## src/rtl/dtimer_pkg.sv

```systemverilog
package dtimer_pkg;
  localparam int DATA_W = 32;

  // byte offsets decoded by software drivers
  localparam int OFF_LD   = 'h00;
  localparam int OFF_CUR  = 'h04;
  localparam int OFF_CTL  = 'h08;
  localparam int OFF_CLR  = 'h0C;
  localparam int OFF_IST  = 'h10;
  localparam int OFF_GIST = 'hA0;
  localparam int OFF_GCLR = 'hA4;
  localparam int OFF_GRAW = 'hA8;
  localparam int OFF_VER  = 'hAC;

  typedef struct packed {
    logic msk;  // bit2: 1 masks the interrupt
    logic per;  // bit1: 1 periodic, 0 free-running
    logic en;   // bit0: run
  } ctl_t;
endpackage

```

## src/rtl/dtimer_regs.sv

```systemverilog
module dtimer_regs
  import dtimer_pkg::*;
#(
  parameter int              CNT_W   = 32,
  parameter int              ADDR_W  = 8,
  parameter logic [DATA_W-1:0] VERSION = 32'h0001_0203
) (
  input  logic              clk_i,
  input  logic              rst_ni,
  input  logic              psel_i,
  input  logic              penable_i,
  input  logic              pwrite_i,
  input  logic [ADDR_W-1:0] paddr_i,
  input  logic [DATA_W-1:0] pwdata_i,
  input  logic [CNT_W-1:0]  cnt_i,
  input  logic              raw_i,
  input  logic              irq_i,
  output ctl_t              ctl_o,
  output logic [CNT_W-1:0]  ld_o,
  output logic              start_o,
  output logic              clr_o,
  output logic [DATA_W-1:0] prdata_o
);
  localparam int CTL_W = $bits(ctl_t);

  ctl_t             ctl_q;
  logic [CNT_W-1:0] ld_q;
  logic             wr_acc, rd_acc;
  logic             sel_ld, sel_ctl, sel_clr, sel_gclr;

  assign wr_acc   = psel_i && penable_i && pwrite_i;
  assign rd_acc   = psel_i && penable_i && !pwrite_i;
  assign sel_ld   = paddr_i == ADDR_W'(OFF_LD);
  assign sel_ctl  = paddr_i == ADDR_W'(OFF_CTL);
  assign sel_clr  = paddr_i == ADDR_W'(OFF_CLR);
  assign sel_gclr = paddr_i == ADDR_W'(OFF_GCLR);

  always_ff @(posedge clk_i or negedge rst_ni) begin
    if (!rst_ni) begin
      ctl_q <= '0;
      ld_q  <= '0;
    end else begin
      if (wr_acc && sel_ctl) ctl_q <= ctl_t'(pwdata_i[CTL_W-1:0]);
      if (wr_acc && sel_ld && !ctl_q.en) ld_q <= pwdata_i[CNT_W-1:0];
    end
  end

  // run bit rising: counter takes the load value on this same edge
  assign start_o = wr_acc && sel_ctl && pwdata_i[0] && !ctl_q.en;
  assign clr_o   = rd_acc && (sel_clr || sel_gclr);
  assign ctl_o   = ctl_q;
  assign ld_o    = ld_q;

  always_comb begin
    prdata_o = '0;
    case (paddr_i)
      ADDR_W'(OFF_LD):   prdata_o = DATA_W'(ld_q);
      ADDR_W'(OFF_CUR):  prdata_o = DATA_W'(cnt_i);
      ADDR_W'(OFF_CTL):  prdata_o = DATA_W'(ctl_q);
      ADDR_W'(OFF_IST),
      ADDR_W'(OFF_GIST): prdata_o = DATA_W'(irq_i);
      ADDR_W'(OFF_GRAW): prdata_o = DATA_W'(raw_i);
      ADDR_W'(OFF_VER):  prdata_o = VERSION;
      default:           prdata_o = '0;
    endcase
  end
endmodule

```

## src/rtl/dtimer_core.sv

```systemverilog
module dtimer_core #(
  parameter int CNT_W = 32
) (
  input  logic             clk_i,
  input  logic             rst_ni,
  input  logic             en_i,
  input  logic             per_i,
  input  logic             start_i,
  input  logic [CNT_W-1:0] ld_i,
  output logic [CNT_W-1:0] cnt_o,
  output logic             expire_o
);
  localparam logic [CNT_W-1:0] FREE_RELOAD = '1;

  logic [CNT_W-1:0] cnt_q;
  logic [CNT_W-1:0] reload;

  assign reload   = per_i ? ld_i : FREE_RELOAD;
  assign expire_o = en_i && !start_i && (cnt_q == '0);

  always_ff @(posedge clk_i or negedge rst_ni) begin
    if (!rst_ni)        cnt_q <= '0;
    else if (start_i)   cnt_q <= ld_i;
    else if (expire_o)  cnt_q <= reload;
    else if (en_i)      cnt_q <= cnt_q - CNT_W'(1);
  end

  assign cnt_o = cnt_q;
endmodule

```

## src/rtl/dtimer_irq.sv

```systemverilog
module dtimer_irq (
  input  logic clk_i,
  input  logic rst_ni,
  input  logic expire_i,
  input  logic clr_i,
  input  logic mask_i,
  output logic raw_o,
  output logic irq_o
);
  logic raw_q;

  // a new event beats a clear on the same edge
  always_ff @(posedge clk_i or negedge rst_ni) begin
    if (!rst_ni)       raw_q <= 1'b0;
    else if (expire_i) raw_q <= 1'b1;
    else if (clr_i)    raw_q <= 1'b0;
  end

  assign raw_o = raw_q;
  assign irq_o = raw_q && !mask_i;
endmodule

```

## src/rtl/apb_dtimer.sv

```systemverilog
module apb_dtimer
  import dtimer_pkg::*;
#(
  parameter int                CNT_W   = 32,
  parameter int                ADDR_W  = 8,
  parameter logic [DATA_W-1:0] VERSION = 32'h0001_0203
) (
  input  logic              clk_i,
  input  logic              rst_ni,
  input  logic              psel_i,
  input  logic              penable_i,
  input  logic              pwrite_i,
  input  logic [ADDR_W-1:0] paddr_i,
  input  logic [31:0]       pwdata_i,
  output logic [31:0]       prdata_o,
  output logic              pready_o,
  output logic              pslverr_o,
  output logic              irq_o
);
  ctl_t             ctl;
  logic             ctl_en, ctl_per, ctl_msk;
  logic [CNT_W-1:0] ld_q, cnt_q;
  logic             start, clr, expire, raw;

  assign ctl_en  = ctl.en;
  assign ctl_per = ctl.per;
  assign ctl_msk = ctl.msk;

  dtimer_regs #(.CNT_W(CNT_W), .ADDR_W(ADDR_W), .VERSION(VERSION)) u_regs (
    .clk_i, .rst_ni, .psel_i, .penable_i, .pwrite_i, .paddr_i, .pwdata_i,
    .cnt_i(cnt_q), .raw_i(raw), .irq_i(irq_o),
    .ctl_o(ctl), .ld_o(ld_q), .start_o(start), .clr_o(clr), .prdata_o(prdata_o)
  );

  dtimer_core #(.CNT_W(CNT_W)) u_core (
    .clk_i, .rst_ni, .en_i(ctl_en), .per_i(ctl_per), .start_i(start),
    .ld_i(ld_q), .cnt_o(cnt_q), .expire_o(expire)
  );

  dtimer_irq u_irq (
    .clk_i, .rst_ni, .expire_i(expire), .clr_i(clr), .mask_i(ctl_msk),
    .raw_o(raw), .irq_o(irq_o)
  );

  assign pready_o  = 1'b1;
  assign pslverr_o = 1'b0;
endmodule

```

## config.mk

```make
export PLATFORM = sky130hd
export DESIGN_NAME = apb_dtimer
export DESIGN_NICKNAME = d
export VERILOG_FILES = /design/src/rtl/dtimer_pkg.sv /design/src/rtl/dtimer_regs.sv /design/src/rtl/dtimer_core.sv /design/src/rtl/dtimer_irq.sv /design/src/rtl/apb_dtimer.sv
export SDC_FILE = /design/constraint.sdc
export NUM_CORES = 1
export LEC_CHECK = 0
export ABC_AREA = 1
export BUFFER_PORTS_ARGS = -buffer_cell sky130_fd_sc_hd__buf_2
export CAP_MARGIN = 20
export CORE_AREA = 2 2 103 105
export DETAILED_ROUTE_END_ITERATION = 6
export DIE_AREA = 0 0 105 107
export GPL_ROUTABILITY_DRIVEN = 0
export PLACE_DENSITY_LB_ADDON = 0.1
export SLEW_MARGIN = 20
export SYNTH_ARGS = -nofsm -noshare
export SYNTH_HDL_FRONTEND = slang
export SYNTH_SLANG_ARGS = --single-unit
```

## constraint.sdc

```tcl
create_clock -name clk_i -period 4.2 [get_ports clk_i]
set_input_delay 0.21 -clock clk_i [delete_from_list [all_inputs] [get_ports clk_i]]
set_output_delay 0.21 -clock clk_i [all_outputs]
set_load 0.01 [all_outputs]
```

==> impl_metrics.prom <==
# TYPE chip_impl_metric gauge
chip_impl_metric{name="synthDistinctLibCells",unit=""} 37
chip_impl_metric{name="total_routing_usage_gr",unit="%"} 26.4
chip_impl_info{name="r2r-end",value="u_core.cnt_o[6]$_DFFE_PN0P_"} 1
chip_impl_metric{name="internal_power",unit="mW"} 1.38
chip_impl_metric{name="synthesis.area",unit="um2"} 4780
chip_impl_metric{name="finalSetupTns",unit="ns"} 0
chip_impl_metric{name="route.antenna.remaining_nets",unit=""} 0
chip_impl_info{name="timing.hold.worst.class",value="input port to flop"} 1
chip_impl_metric{name="antenna_cells_inserted",unit=""} 0
chip_impl_info{name="endpoint_kind",value="flop"} 1
chip_impl_metric{name="postRouteWirelength",unit="um"} 14000
chip_impl_info{name="sink_of_the_worst_hold_path",value="u_regs.ld_o[31]$_DFFE_PN0P_"} 1
chip_impl_info{name="hp-start",value="pwdata_i[31]"} 1
chip_impl_metric{name="path_max_fanout",unit=""} 28
chip_impl_metric{name="die_area",unit="um2"} 11200
chip_impl_metric{name="period_minus_slack",unit="ns"} 2.39
chip_impl_metric{name="synth.avg_cell_area",unit="um2"} 6.52
chip_impl_metric{name="worstSkewPairLatency",unit="ns"} 0.38
chip_impl_metric{name="area_growth",unit="%"} 13.3
chip_impl_info{name="critical_path.startpoint",value="u_regs.ctl_o[0]$_DFFE_PN0N_"} 1
chip_impl_metric{name="tightest_slew",unit="ns"} 0.737
chip_impl_metric{name="dpl_cell_area",unit="um2"} 5180
chip_impl_metric{name="post_synth_fa_ha_maj_area_fraction",unit="%"} 0.262
chip_impl_info{name="rr_startpoint",value="u_regs.ctl_o[0]$_DFFE_PN0N_"} 1
chip_impl_metric{name="power_frac_clock",unit="%"} 26.7
chip_impl_info{name="status",value="complete, no violations"} 1
chip_impl_metric{name="gr-total-overflow",unit=""} 0
chip_impl_metric{name="design.final.nets",unit=""} 839
chip_impl_metric{name="grt_first_pass_wirelength",unit="um"} 23500
chip_impl_metric{name="drt-vias-per-instance",unit=""} 5.27
chip_impl_metric{name="place_hpwl",unit="um"} 9950
chip_impl_metric{name="initial_core_util",unit="%"} 47.3
chip_impl_metric{name="power.share.sequential",unit="%"} 43.4
chip_impl_metric{name="drt_first_iter_violations",unit=""} 304
chip_impl_info{name="grt_setup_unrepaired",value="false"} 1
chip_impl_info{name="timing.setup.critical_path_class",value="flop to flop"} 1
chip_impl_info{name="cts_root_buf",value="clkbuf_8"} 1
chip_impl_metric{name="setup_violations",unit=""} 0
chip_impl_metric{name="synthesis.nets",unit=""} 778
chip_impl_metric{name="portBuffers",unit=""} 77
chip_impl_metric{name="cts_resized",unit=""} 0
chip_impl_metric{name="syn-instance-count",unit=""} 732
chip_impl_metric{name="drive_gt1_share",unit="%"} 15.9
chip_impl_metric{name="cts-root-to-sink-buffers",unit=""} 2
chip_impl_metric{name="grt_max_degree",unit=""} 65
chip_impl_metric{name="max_freq",unit="MHz"} 418
chip_impl_metric{name="area_of_the_multi_input_gates",unit="um2"} 2480
chip_impl_metric{name="i_o_pins",unit=""} 80
chip_impl_metric{name="fp.coreArea",unit="um2"} 10100
chip_impl_metric{name="critPathRequiredTime",unit="ns"} 4.51
chip_impl_metric{name="clk_pin_slew",unit="ns"} 0.08
chip_impl_metric{name="cts_inserted_buffers",unit=""} 9
chip_impl_info{name="start_kind",value="flop"} 1
chip_impl_metric{name="timing.hold.worst_path_depth",unit=""} 3
chip_impl_info{name="globalRoute.busiestLayer",value="met2"} 1
chip_impl_info{name="critical-path-slowest-cell",value="nand4_4"} 1
chip_impl_info{name="cts_tree",value="yes"} 1
chip_impl_metric{name="synth_seq_cells",unit=""} 68
chip_impl_metric{name="reg2reg_setup_slack",unit="ns"} 1.81
chip_impl_metric{name="timing.slew.headroom",unit="%"} 50.8
chip_impl_metric{name="power_per_cell_area",unit="nW/um2"} 425
chip_impl_metric{name="post_synthesis_xor_xnor_area_fraction",unit="%"} 1.83
chip_impl_metric{name="grt_util_met2",unit="%"} 44.0
chip_impl_info{name="critical_path.cell_chain",value="inv_1 > nand4_4 > nand2_8 > inv_4 > nand2_1 > nand3_1 > nand2_1"} 1
chip_impl_metric{name="height_of_the_die",unit="um"} 107
chip_impl_metric{name="netSwitchingFraction",unit="%"} 39.9
chip_impl_metric{name="fillCellCount",unit=""} 1100
chip_impl_metric{name="switchingPower",unit="mW"} 0.918
chip_impl_metric{name="yosys_warnings",unit=""} 0
chip_impl_metric{name="clock_tree.htree_level_count",unit=""} 3
chip_impl_metric{name="timing_hold_violations_final",unit=""} 0
chip_impl_metric{name="drt_first_pass_iters",unit=""} 5
chip_impl_metric{name="first_global_vias",unit=""} 4850
chip_impl_metric{name="post-route-util",unit="%"} 53.6
chip_impl_metric{name="antenna_found_initial",unit=""} 0
chip_impl_info{name="dominant_combinational_cell_family_by_area_after_synthesis",value="simple AND/OR/NAND/NOR gates"} 1
chip_impl_info{name="crit_path_frequent_cell",value="nand2_1"} 1
chip_impl_metric{name="multiplexer_area_fraction_after_synthesis",unit="%"} 0
chip_impl_metric{name="proportion_of_synthesized_chip_area_in_sequential_cells",unit="%"} 35.6
chip_impl_metric{name="seq_area",unit="um2"} 1700
chip_impl_metric{name="global_route.usage.met1",unit="%"} 34.3
chip_impl_metric{name="fin_crit_sh",unit="%"} 57.0
chip_impl_metric{name="worst-endpoint-arrival",unit="ns"} 2.70
chip_impl_metric{name="numClockSinks",unit=""} 68
chip_impl_metric{name="post_cts_buffers",unit=""} 0
chip_impl_metric{name="routedWlPerCell",unit="um"} 15.0
chip_impl_metric{name="worst_path_largest_cell_delay",unit="ns"} 0.60
chip_impl_metric{name="finish.instance_area",unit="um2"} 5410
chip_impl_metric{name="core.rowCount",unit=""} 37
chip_impl_metric{name="finalMaxSlewViolations",unit=""} 0
chip_impl_metric{name="drc_errors",unit=""} 0
chip_impl_metric{name="die_extent_in_x",unit="um"} 105
chip_impl_metric{name="reg2regPathDepth",unit=""} 7
chip_impl_metric{name="synth_simple_gate_area_share",unit="%"} 38.3
chip_impl_metric{name="num_vias",unit=""} 4925
chip_impl_metric{name="total_leakage_power",unit="nW"} 2.76
chip_impl_metric{name="combPwrFrac",unit="%"} 29.9
chip_impl_metric{name="globalRouteMet3Util",unit="%"} 3.65
chip_impl_metric{name="finClkSkew",unit="ns"} 0.0154
chip_impl_metric{name="synth-compound-area-share",unit="%"} 11.4
chip_impl_metric{name="max-vdd-ir-drop",unit="mV"} 0.195
chip_impl_metric{name="cap_viol_max_count",unit=""} 0
==> flip-flops by register name, indices dropped and copies added, names as in the netlist <==
name / flops
u_regs.ctl_o: 3
u_irq.raw_o: 1
u_regs.ld_o: 32
u_core.cnt_o: 32
==> routing by layer <==
layer	vias up	share of wire [%]
met1	2291	45
met2	167	48
met5	-	0
li1	2446	-
met3	21	5.5
met4	0	2.0
==> critical path: cells and delay by family, from the launching register on <==
family | cells | cell delay, ns
buf+inv | 2 | 0.68
simple gates | 5 | 1.26
flops | 1 | 0.38
==> timing repair <==
| action | CTS | global route |
|---|---|---|
| setup endpoints to repair | 0 | 0 |
| hold buffers | 1 | 0 |
| hold endpoints to repair | 25 | 0 |
==> worst max-delay path by stage <==
stage	endpoint	depth (start not counted)	slack [ns]
final	u_core.cnt_o[6]$_DFFE_PN0P_	7	1.81
after CTS	prdata_o[1]	9	1.77
after floorplan	u_core.cnt_o[11]$_DFFE_PN0P_	12	2.52
after detailed placement	prdata_o[0]	9	1.78
after global routing	u_core.cnt_o[4]$_DFFE_PN0P_	7	1.64
after global placement	prdata_o[1]	9	1.85
==> final cells by class <==
cell class	count	share of cell area [%]
clock buffers	9	2.29
clock inverters	7	1.69
inverters	114	7.96
multi-input cells	520	45.9
flip-flops and latches	68	31.5
well taps	136	3.15
repair buffers	80	7.59
==> power groups by stage <==
stage               Combinational (mW)  Clock (mW)  Sequential (mW)
global route                     0.799       0.646             1.02
CTS                              0.685       0.620            0.990
finish                           0.687       0.614            0.997
floorplan                        0.535           0            0.940
global placement                 0.667           0            0.996
detailed placement               0.682           0             1.00
==> cells in the mapped netlist <==
cell type    n  area [um2]
xor2_1       9        78.8
and3b_1      1        8.76
nor3_1       3        15.0
nand2_2      5        31.3
o21ai_0     38         190
inv_2        3        11.3
dfrtp_1     68        1700
buf_1        3        11.3
o221ai_1     3        26.3
nand4_4      1        21.3
nand3_2      2        20.0
nand2_8      1        20.0
nor3b_1      1        7.51
xnor2_1      1        8.76
nand3_1     77         385
o21ai_1     25         125
nand3b_1     1        7.51
nand3_4      1        17.5
nor3_2       1        10.0
nand2_4      2        22.5
ha_1         1        12.5
inv_4        1        6.26
o211ai_1     1        7.51
conb_1       2        7.51
buf_4        2        15.0
nor2_2       9        56.3
inv_1      110         413
and3_1       1        6.26
nand4_1     11        68.8
a21oi_1      5        25.0
nor2_1      65         244
clkbuf_1    14        52.6
o22ai_1     27         169
buf_2        6        30.0
buf_6        5        56.3
nand2_1    221         830
nor2_4       5        56.3
==> layout by cell type, fill, tap and decap left out, drive strengths merged <==
| cell | instances |
|---|---|
| ha | 1 |
| o211ai | 1 |
| o21ai | 63 |
| buf | 79 |
| nor2 | 79 |
| dlygate4sd3 | 1 |
| nand3b | 1 |
| o221ai | 3 |
| nor3b | 1 |
| nand2 | 229 |
| and3b | 1 |
| dfrtp | 68 |
| nand3 | 80 |
| bufinv | 2 |
| a21oi | 5 |
| xor2 | 9 |
| clkbuf | 9 |
| xnor2 | 1 |
| inv | 114 |
| and3 | 1 |
| clkinvlp | 1 |
| nand4 | 12 |
| nor3 | 4 |
| conb | 2 |
| clkinv | 4 |
| o22ai | 27 |
==> per-stage QoR <==
step	hold slack, ns	instances	total power [mW]	setup slack, ns
after floorplan	-0.0856	732	1.48	2.52
after global placement	0.280	917	1.66	1.85
after detailed placement	0.279	917	1.68	1.78
after CTS	0.0584	934	2.30	1.77
after global routing	0.0796	934	2.46	1.64
final	0.0648	934	2.30	1.81
==> logic make-up after synthesis <==
kind of cell / after synthesis
compound gates: 99
other cells: 2
flops: 68
simple gates: 408
fa+ha+maj: 1
buf+inv: 144
xor+xnor: 10
No activity file was read; power rests on OpenSTA's default activity.
